$ cat src/rtl/wiper_i2c_pkg.sv
package wiper_i2c_pkg;
  localparam int BYTE_W = 8;

  typedef enum logic [3:0] {
    ST_IDLE,
    ST_ADDR,
    ST_ADDR_ACK,
    ST_WR,
    ST_WR_ACK,
    ST_RD,
    ST_RD_ACK,
    ST_GC,
    ST_SKIP
  } frame_st_t;
endpackage

$ cat src/rtl/wiper_line_filter.sv
module wiper_line_filter #(
  parameter int   SYNC_STAGES = 2,
  parameter int   STABLE_CYC  = 3,
  parameter logic IDLE_VAL    = 1'b1
) (
  input  logic clk,
  input  logic rst,
  input  logic din,
  output logic dout
);
  localparam int CW = $clog2(STABLE_CYC + 1);

  logic [SYNC_STAGES-1:0] sync_q;
  logic [CW-1:0]          run_cnt;
  logic                   synced;

  assign synced = sync_q[SYNC_STAGES-1];

  always_ff @(posedge clk) begin
    if (rst) sync_q <= {SYNC_STAGES{IDLE_VAL}};
    else     sync_q <= {sync_q[SYNC_STAGES-2:0], din};
  end

  // dout follows the synchronised line only after STABLE_CYC equal samples
  always_ff @(posedge clk) begin
    if (rst) begin
      dout    <= IDLE_VAL;
      run_cnt <= '0;
    end else if (synced == dout) begin
      run_cnt <= '0;
    end else if (run_cnt == CW'(STABLE_CYC - 1)) begin
      dout    <= synced;
      run_cnt <= '0;
    end else begin
      run_cnt <= run_cnt + 1'b1;
    end
  end
endmodule

$ cat src/rtl/wiper_bus_events.sv
module wiper_bus_events (
  input  logic clk,
  input  logic rst,
  input  logic scl_f,
  input  logic sda_f,
  output logic start_ev,
  output logic stop_ev,
  output logic rise_ev,
  output logic fall_ev
);
  logic scl_d, sda_d;

  always_ff @(posedge clk) begin
    if (rst) begin
      scl_d <= 1'b1;
      sda_d <= 1'b1;
    end else begin
      scl_d <= scl_f;
      sda_d <= sda_f;
    end
  end

  assign start_ev = scl_d & scl_f & sda_d & ~sda_f;
  assign stop_ev  = scl_d & scl_f & ~sda_d & sda_f;
  assign rise_ev  = ~scl_d & scl_f;
  assign fall_ev  = scl_d & ~scl_f;
endmodule

$ cat src/rtl/wiper_frame_engine.sv
module wiper_frame_engine
  import wiper_i2c_pkg::*;
#(
  parameter logic [6:0] TARGET_ADDR = 7'h2E,
  parameter int         WIDTH       = 7
) (
  input  logic             clk,
  input  logic             rst,
  input  logic             en,
  input  logic             start_ev,
  input  logic             stop_ev,
  input  logic             rise_ev,
  input  logic             fall_ev,
  input  logic             sda_f,
  input  logic [WIDTH-1:0] rd_val,
  output logic             drive_req,
  output logic             wr_en,
  output logic [WIDTH-1:0] wr_data
);
  localparam int CNT_W = $clog2(BYTE_W + 1);
  localparam logic [CNT_W-1:0] FULL = CNT_W'(BYTE_W);

  frame_st_t         state;
  logic [CNT_W-1:0]  bit_cnt;
  logic [BYTE_W-1:0] rx_sh;
  logic [BYTE_W-1:0] tx_sh;
  logic [BYTE_W-1:0] rd_byte;
  logic              rw_q;
  logic              gc_q;
  logic              mack_q;
  logic              shifting;

  assign rd_byte  = BYTE_W'(rd_val);
  assign shifting = (state == ST_ADDR) || (state == ST_WR) || (state == ST_RD);

  always_ff @(posedge clk) begin
    if (rst || !en) begin
      state     <= ST_IDLE;
      bit_cnt   <= '0;
      rx_sh     <= '0;
      tx_sh     <= '0;
      rw_q      <= 1'b0;
      gc_q      <= 1'b0;
      mack_q    <= 1'b0;
      drive_req <= 1'b0;
      wr_en     <= 1'b0;
      wr_data   <= '0;
    end else begin
      wr_en <= 1'b0;
      if (start_ev) begin
        state     <= ST_ADDR;
        bit_cnt   <= '0;
        drive_req <= 1'b0;
      end else if (stop_ev) begin
        state     <= ST_IDLE;
        drive_req <= 1'b0;
      end else begin
        if (rise_ev) begin
          if (shifting && bit_cnt != FULL) begin
            rx_sh   <= {rx_sh[BYTE_W-2:0], sda_f};
            bit_cnt <= bit_cnt + 1'b1;
          end
          if (state == ST_RD_ACK) mack_q <= ~sda_f;
        end
        if (fall_ev) begin
          unique case (state)
            ST_ADDR: if (bit_cnt == FULL) begin
              if (rx_sh[BYTE_W-1:1] == TARGET_ADDR) begin
                state     <= ST_ADDR_ACK;
                drive_req <= 1'b1;
                rw_q      <= rx_sh[0];
                gc_q      <= 1'b0;
              end else if (rx_sh == '0) begin
                state     <= ST_ADDR_ACK;
                drive_req <= 1'b1;
                rw_q      <= 1'b0;
                gc_q      <= 1'b1;
              end else begin
                state     <= ST_SKIP;
              end
            end
            ST_ADDR_ACK: begin
              bit_cnt <= '0;
              if (gc_q) begin
                state     <= ST_GC;
                drive_req <= 1'b0;
              end else if (rw_q) begin
                state     <= ST_RD;
                tx_sh     <= rd_byte;
                drive_req <= ~rd_byte[BYTE_W-1];
              end else begin
                state     <= ST_WR;
                drive_req <= 1'b0;
              end
            end
            ST_WR: if (bit_cnt == FULL) begin
              state     <= ST_WR_ACK;
              wr_en     <= 1'b1;
              wr_data   <= rx_sh[WIDTH-1:0];
              drive_req <= 1'b1;
            end
            ST_WR_ACK: begin
              state     <= ST_WR;
              bit_cnt   <= '0;
              drive_req <= 1'b0;
            end
            ST_RD: begin
              if (bit_cnt == FULL) begin
                state     <= ST_RD_ACK;
                mack_q    <= 1'b0;
                drive_req <= 1'b0;
              end else begin
                tx_sh     <= {tx_sh[BYTE_W-2:0], 1'b0};
                drive_req <= ~tx_sh[BYTE_W-2];
              end
            end
            ST_RD_ACK: begin
              if (mack_q) begin
                state     <= ST_RD;
                bit_cnt   <= '0;
                tx_sh     <= rd_byte;
                drive_req <= ~rd_byte[BYTE_W-1];
              end else begin
                state     <= ST_SKIP;
                drive_req <= 1'b0;
              end
            end
            default: ;
          endcase
        end
      end
    end
  end
endmodule

$ cat src/rtl/wiper_sda_hold.sv
module wiper_sda_hold #(
  parameter int HOLD_CYC = 4
) (
  input  logic clk,
  input  logic rst,
  input  logic en,
  input  logic fall_ev,
  input  logic drive_req,
  output logic sda_oe
);
  localparam int HW = $clog2(HOLD_CYC + 1);
  logic [HW-1:0] hold_cnt;

  always_ff @(posedge clk) begin
    if (rst || !en) begin
      hold_cnt <= '0;
      sda_oe   <= 1'b0;
    end else begin
      if (fall_ev)             hold_cnt <= HW'(HOLD_CYC);
      else if (hold_cnt != '0) hold_cnt <= hold_cnt - 1'b1;
      if (hold_cnt == '0) sda_oe <= drive_req;
    end
  end
endmodule

$ cat src/rtl/wiper_i2c_target.sv
module wiper_i2c_target #(
  parameter logic [6:0] TARGET_ADDR  = 7'h2E,
  parameter int         WIDTH        = 7,
  parameter logic [6:0] DEFAULT_CODE = 7'h3F,
  parameter int         SYNC_STAGES  = 2,
  parameter int         FILT_LEN     = 3,
  parameter int         HOLD_CYC     = 4
) (
  input  logic             clk,
  input  logic             rst,
  input  logic             pwr_good,
  input  logic             scl_i,
  input  logic             sda_i,
  output logic             sda_oe,
  output logic [WIDTH-1:0] wiper_code
);
  localparam int LINES = 2;

  logic [LINES-1:0] raw_lines, filt_lines;
  logic scl_f, sda_f;
  logic start_ev, stop_ev, rise_ev, fall_ev;
  logic drive_req, wr_en;
  logic [WIDTH-1:0] wr_data;

  assign raw_lines = {sda_i, scl_i};
  assign scl_f = filt_lines[0];
  assign sda_f = filt_lines[1];

  for (genvar g = 0; g < LINES; g++) begin : g_line
    wiper_line_filter #(
      .SYNC_STAGES(SYNC_STAGES), .STABLE_CYC(FILT_LEN), .IDLE_VAL(1'b1)
    ) u_filt (
      .clk(clk), .rst(rst), .din(raw_lines[g]), .dout(filt_lines[g])
    );
  end

  wiper_bus_events u_events (
    .clk(clk), .rst(rst), .scl_f(scl_f), .sda_f(sda_f),
    .start_ev(start_ev), .stop_ev(stop_ev), .rise_ev(rise_ev), .fall_ev(fall_ev)
  );

  wiper_frame_engine #(.TARGET_ADDR(TARGET_ADDR), .WIDTH(WIDTH)) u_engine (
    .clk(clk), .rst(rst), .en(pwr_good),
    .start_ev(start_ev), .stop_ev(stop_ev), .rise_ev(rise_ev), .fall_ev(fall_ev),
    .sda_f(sda_f), .rd_val(wiper_code),
    .drive_req(drive_req), .wr_en(wr_en), .wr_data(wr_data)
  );

  wiper_sda_hold #(.HOLD_CYC(HOLD_CYC)) u_hold (
    .clk(clk), .rst(rst), .en(pwr_good), .fall_ev(fall_ev),
    .drive_req(drive_req), .sda_oe(sda_oe)
  );

  always_ff @(posedge clk) begin
    if (rst || !pwr_good) wiper_code <= WIDTH'(DEFAULT_CODE);
    else if (wr_en)       wiper_code <= wr_data;
  end
endmodule

$ cat config.mk
export PLATFORM = sky130hd
export DESIGN_NAME = wiper_i2c_target
export DESIGN_NICKNAME = d
export VERILOG_FILES = /design/src/rtl/wiper_i2c_pkg.sv /design/src/rtl/wiper_line_filter.sv /design/src/rtl/wiper_bus_events.sv /design/src/rtl/wiper_frame_engine.sv /design/src/rtl/wiper_sda_hold.sv /design/src/rtl/wiper_i2c_target.sv
export SDC_FILE = /design/constraint.sdc
export NUM_CORES = 1
export LEC_CHECK = 0
export BUFFER_PORTS_ARGS = -buffer_cell sky130_fd_sc_hd__buf_2
export CORE_UTILIZATION = 35
export DETAILED_ROUTE_END_ITERATION = 8
export GPL_TIMING_DRIVEN = 0
export PLACE_DENSITY_LB_ADDON = 0.08
export REMOVE_ABC_BUFFERS = 1
export SETUP_SLACK_MARGIN = 0.1
export SLEW_MARGIN = 10
export SYNTH_ARGS = -nofsm -noshare
export SYNTH_HDL_FRONTEND = slang
export SYNTH_SLANG_ARGS = --single-unit
export TNS_END_PERCENT = 50
$ cat constraint.sdc
create_clock -name clk -period 2.6 [get_ports clk]
set_input_delay 0.39 -clock clk [delete_from_list [all_inputs] [get_ports clk]]
set_output_delay 0.39 -clock clk [all_outputs]
set_load 0.005 [all_outputs]
---- After elaboration in Yosys (flattened, before gate mapping) ----
Cells that the tools add are included.
cells by class
  add/sub/neg operators ................... 4
  $mul .................................... 0
  divide/modulo/power cells ............... 0
  magnitude comparators ................... 0
  equal/unequal tests ..................... 24
  shifts and indexed selects .............. 0
  multiplexer cells ....................... 42
  bitwise operators ....................... 18
  reductions and logical operators ........ 31
operators with widths
  kind                                                                    count
  4-bit 2-to-1 mux                                                        11
  7-bit 2-to-1 mux                                                        4
  4-bit one-hot mux with 6 select lines                                   1
  7-bit one-hot mux with 3 select lines                                   1
  1-bit 2-to-1 mux                                                        20
  5-bit AND reduction                                                     4
  4-bit != test (second input constant)                                   4
  4-bit by 3-bit equality test with 1-bit output (second input constant)  3
  1-bit inverter                                                          11
  2-bit != test (second input constant)                                   5
  3-bit 2-to-1 mux                                                        3
  3-bit nonzero test                                                      3
  3-bit OR reduction                                                      3
  4-bit by 2-bit equality test with 1-bit output (second input constant)  2
  8-bit logical NOT                                                       1
  4-bit one-hot mux with 2 select lines                                   1
  8-bit AND reduction                                                     1
  8-bit nonzero test                                                      1
  1-bit bitwise AND                                                       7
  7-bit by 6-bit equality test with 1-bit output (second input constant)  1
  1-bit one-hot mux with 6 select lines                                   1
  2-bit AND reduction                                                     3
  6-bit AND reduction                                                     1
  6-bit nonzero test                                                      1
  17 further kinds                                                        26
storage, ports and cells
  register bits ........................... 58
  latch bits .............................. 0
  memory bits (writable) .................. 0
  memory bits (read-only) ................. 0
  input bits .............................. 5
  output and inout port bits .............. 8
  memories ................................ 0

---- Longest topological paths before layout ----
  word-level depth ........................ 9
  depth in mapped cells ................... 7
  depth with buffers taken out ............ 6

---- Hierarchy ----
A second synthesis with hierarchy kept.
unflattened totals
  cells, all modules ...................... 270
  area total of the unflattened synthesis .. 2,627.5 um^2
modules (own cells, without submodules)
  module              times used  cells an instance  area an instance (um^2)  seq. area each (um^2)
  wiper_frame_engine  1           190                1,744.2                  700.7
  wiper_line_filter   2           14                 166.4                    100.1
  wiper_i2c_target    1           23                 259.0                    140.1
  wiper_sda_hold      1           21                 206.4                    80.1
  wiper_bus_events    1           8                  85.1                     40.0

---- Least setup slack after synthesis ----
OpenSTA, ideal clock, no wires.
  path type ............................... register -> register
  start point ............................. register u_engine.bit_cnt[0]
  end point ............................... register u_engine.drive_req
  library setup time ...................... 86 ps
  arrival ................................. 1,440 ps
  data required time ...................... 2,514 ps
  setup slack ............................. 1,073 ps
  cell stages (with the launch flop) ...... 7
  period minus slack after synthesis ...... 1,527 ps
  cells stage by stage .................... dfxtp_1 inv_1 ha_1 nand3b_2 o221a_1 a311o_1 a221oi_2
between the ends
  cells in the longest elaborated chain, start to end .. 3
RTL lines
  item                                                                                 line                                                                           text
  start: declaration                                                                   wiper_frame_engine.sv:24                                                       logic [CNT_W-1:0] bit_cnt;
  start signal: assignment                                                             wiper_frame_engine.sv:61                                                       bit_cnt <= bit_cnt + 1'b1;
  4-bit equality test (*)                                                              wiper_frame_engine.sv:67, wiper_frame_engine.sv:96, wiper_frame_engine.sv:108
  1-bit 2-to-1 mux / 2-bit != test (equally long branches)                             --
  1-bit one-hot mux with 6 select lines / 5-bit AND reduction (equally long branches)  --
  end signal: assignment                                                               wiper_frame_engine.sv:90                                                       drive_req <= ~rd_byte[BYTE_W-1];
  end signal: assignment                                                               wiper_frame_engine.sv:114                                                      drive_req <= ~tx_sh[BYTE_W-2];
  end signal: assignment                                                               wiper_frame_engine.sv:122                                                      drive_req <= ~rd_byte[BYTE_W-1];
  end: declaration                                                                     wiper_frame_engine.sv:16                                                       output logic drive_req,
Mark *: on every way between the ends. The rest lies on a longest branch, timed or not.
A chain may end at the register's enable or synchronous reset.

---- Worst setup path after layout ----
  start point ............................. register u_engine.state[0]
  end point ............................... register u_engine.tx_sh[3]
between the ends
  cells in the longest elaborated chain, start to end .. 3
RTL lines
  item                                                                                                                     line                       text
  start: declaration                                                                                                       wiper_frame_engine.sv:23   frame_st_t state;
  start signal: assignment                                                                                                 wiper_frame_engine.sv:38   state <= ST_IDLE;
  start signal: assignment                                                                                                 wiper_frame_engine.sv:51   state <= ST_ADDR;
  start signal: assignment                                                                                                 wiper_frame_engine.sv:55   state <= ST_IDLE;
  4-bit by 3-bit equality test with 1-bit output / 4-bit by 2-bit equality test with 1-bit output (equally long branches)  wiper_frame_engine.sv:66   unique case (state)
  2-bit by 1-bit != test with 1-bit output (no line), or another cell as far along                                         --
  8-bit AND reduction (no line)                                                                                            --
  end signal: assignment                                                                                                   wiper_frame_engine.sv:89   tx_sh <= rd_byte;
  end signal: assignment                                                                                                   wiper_frame_engine.sv:113  tx_sh <= {tx_sh[BYTE_W-2:0], 1'b0};
  end signal: assignment                                                                                                   wiper_frame_engine.sv:121  tx_sh <= rd_byte;
  end: declaration                                                                                                         wiper_frame_engine.sv:26   logic [BYTE_W-1:0] tx_sh;
Several ways; a longest one is shown, not always the timed one.

==> impl_metrics.toml <==
[outcome]
status = "complete, no violations"

[die]
row_count = 31
start_util_pct = 37.0
die-width_um = 90.5
ios = 13
die_y_um = 90.5
dieArea_mm2 = 0.00818
core_mm2 = 0.00741

[power_and_ir_drop]
sw_frac_of_total_pct = 21.8
p_int_w = 0.00136
power_w = 0.00174
p_per_area_mw_per_mm2 = 574
leakage_nw = 1.24
p_comb_share_pct = 1.9
switchingPower_w = 0.000379
max-vdd-ir-drop_uv = 272
power_frac_seq_pct = 51.3
power.share.clock_pct = 46.8

[setup_path]
cp_max_fo = 17
timing.rr.start = "u_engine.state[0]"
timing.rr.end = "u_engine.tx_sh[3]"
critical_path.slowest_cell = "dfxtp_1"
ff2ff_setup_slack_ns = 0.46
cpPeakStageDelay_ns = 0.63
end_kind = "flop"
critPathLaunch = "u_engine.state[0]"
start_kind = "flop"
crit_type = "flop to flop"
r2r_cells = 4
endpoint = "u_engine.tx_sh[3]"
arrival_ns = 2.35
required_ns = 2.81
crit_path_cell_trace = "and4bb_1 -> a22oi_2 -> or3_1 -> mux2i_1"

[global_route]
grt_pass1_vias = 1902
grt_overflow_total = 0
grt_pass1_wl_um = 9340
antenna_found_initial = 0
track_usage_pct = 14.6
grt_max_degree = 26

[min_path]
hold_path_class = "primary input to flop"

[clocking]
htreeDepth = 3
cts.clk_slew.worst_paths_ns = 0.07
clock_latency_ns = 0.34
cts-root-buf = "clkbuf_8"
numClockSinks = 58
cts_resized = 0
hold_buffers = 0
cts_setup_buffers = 0
cts_tree = "yes"
clockBufferDepth = 2
cts_buffers = 9

[detailed_routing]
first_pass_iters = 4
via_per_inst = 4.92
vias = 1991
routed_wl_um = 5370
drt_iter0_drc = 89
drc = 0
wl_per_cell_um = 13.3
ant_nets = 0

[timing]
setup_ws_ns = 0.464
fin_crit_ns = 2.14
setup_viol = 0
fin_hold_ws_ns = 0.230
slew_viol_final = 0
fin_skew_ns = 0.00864
finalHoldViolCount = 0
fmax_ghz = 0.468
worst_pin_slew_ns = 0.999
fin_crit_sh_pct = 82.2
rsz0062_at_grt = "no"
slew_headroom_pct = 33.4

[logic_synthesis]
synth.top_cell.area_share_pct = 42.4
synth.area.top_cells = "dfxtp_1 42%, mux2i_1 12%, nor2_1 4.8%"
synth_cell_types = 54
synth.cell_area_mm2 = 0.00274
ys_ff_latch = 58
yosys-top-cells-count = "58 x dfxtp_1, 35 x nor2_1, 34 x mux2i_1"
avgSynthCellArea_um2 = 9.22
async_flop_share_pct = 0
synth_largest_area_cell = "dfxtp_1"
synth-main-ff-cell = "dfxtp_1"
synth_edf_count = 0
synth_most_common_cell = "dfxtp_1"
syn-instance-count = 297
yosys_warnings = 0
ys_seq_area_share_pct = 42.4

[cells_and_area]
stdcell_area_mm2 = 0.00304
multi_input_area_mm2 = 0.00144
seq_area_mm2 = 0.00116
syn_to_final_growth_pct = 10.9
nNetsFinal = 314
drive_above_1_share_pct = 15.7
nFillCells = 761
n_antenna_cell = 0

[place]
portBuffers = 12
dp_hpwl_um = 3680
placed_cell_area_mm2 = 0.00284
dp_slack_ns = 0.319
gp_congestion = 0.742

[run]
drv_cap = 0
-- layout by cell type (no fill, tap or decap), types with 2 or more instances in the layout --
| master | count |
|---|---|
| a211oi_1 | 3 |
| a21oi_1 | 8 |
| and3_1 | 2 |
| and3b_1 | 3 |
| buf_2 | 12 |
| clkbuf_8 | 10 |
| clkinv_2 | 2 |
| clkinvlp_4 | 2 |
| dfxtp_1 | 58 |
| ha_1 | 7 |
| inv_1 | 12 |
| mux2_2 | 6 |
| mux2i_1 | 34 |
| nand2_1 | 26 |
| nand2b_1 | 6 |
| nand3_1 | 4 |
| nand3b_1 | 2 |
| nand4_1 | 4 |
| nor2_1 | 35 |
| nor2b_1 | 4 |
| nor3_1 | 6 |
| nor4_1 | 3 |
| o211ai_1 | 2 |
| o21ai_0 | 3 |
| o21ai_1 | 3 |
| o22ai_1 | 3 |
| or2_2 | 5 |
| or3_1 | 7 |
| xnor2_1 | 3 |
| xor2_1 | 3 |
-- flip-flops by register name (all words and copies together) (netlist names), 2 cells and up --
signal                 count
u_hold.hold_cnt            3
u_engine.bit_cnt           4
u_engine.state             4
g_line.u_filt.run_cnt      4
g_line.u_filt.dout         2
u_engine.wr_data           7
wiper_code                 7
u_engine.tx_sh             7
g_line.u_filt.sync_q       4
u_engine.rx_sh             8
-- worst min path at each step --
stage,slack (ns),end,startpoint,depth (start not counted)
5_1_grt,0.21,g_line[1].u_filt.sync_q[0],sda_i,2
3_3_place_gp,0.39,g_line[0].u_filt.sync_q[1],g_line[0].u_filt.sync_q[0],1
4_1_cts,0.21,g_line[0].u_filt.sync_q[0],scl_i,2
3_5_place_dp,0.39,g_line[1].u_filt.sync_q[1],g_line[1].u_filt.sync_q[0],1
2_1_floorplan,0.39,g_line[0].u_filt.sync_q[1],g_line[0].u_filt.sync_q[0],1
6_report,0.23,g_line[0].u_filt.sync_q[0],scl_i,2
-- stage by stage --
stage,util (%),setup TNS (ns),std cells
2_1_floorplan,-,0,278
4_1_cts,40.9,0,405
6_report,41.0,0,405
3_3_place_gp,38.1,-0.00798,389
3_5_place_dp,38.3,0,390
5_1_grt,41.0,0,405
-- cell type report --
type	count	area share, %
Tap cell	99	4.08
Clock inverter	5	1.81
Inverter	12	1.48
Multi-Input combinational cell	208	47.4
Timing Repair Buffer	13	2.47
Clock buffer	10	4.53
Sequential cell	58	38.2
-- power groups by stage --
stage | Sequential, W | Combinational, W | Clock, W
finish | 0.000894 | 0.0000333 | 0.000816
global route | 0.000894 | 0.0000376 | 0.000887
CTS | 0.000894 | 0.0000345 | 0.000848
detailed placement | 0.000914 | 0.0000344 | 0
global placement | 0.000914 | 0.0000321 | 0
floorplan | 0.000914 | 0.0000201 | 0
-- per-layer routing --
layer  track usage [%]  routed length, um  up-vias  part of all wire, %
met5                 0                  0        -                    0
met1              19.4               2830      922                   53
met3              4.63                142        9                  2.6
li1                  -                  -     1041                    -
met2              21.2               2300       19                   43
met4              6.85                100        0                  1.9
-- worst max-delay path, delay by kind of cell, from the launching register on --
family	cells	cell delay [ns]
simple gates	2	1.09
flops	1	0.63
mux	1	0.19
compound gates	1	0.09
-- logic make-up after synthesis --
family                   after synthesis  synth area share (%)
AND/OR/NAND/NOR                      117                  22.3
buffers and inverters                 31                  5.30
multiplexers                          40                  14.9
flip-flops                            58                  42.4
AO/OA/AOI/OAI                         38                  10.0
adder cells (fa/ha/maj)                7                  3.20
XOR/XNOR                               6                  1.92
Power figures use the tool's default switching activity.
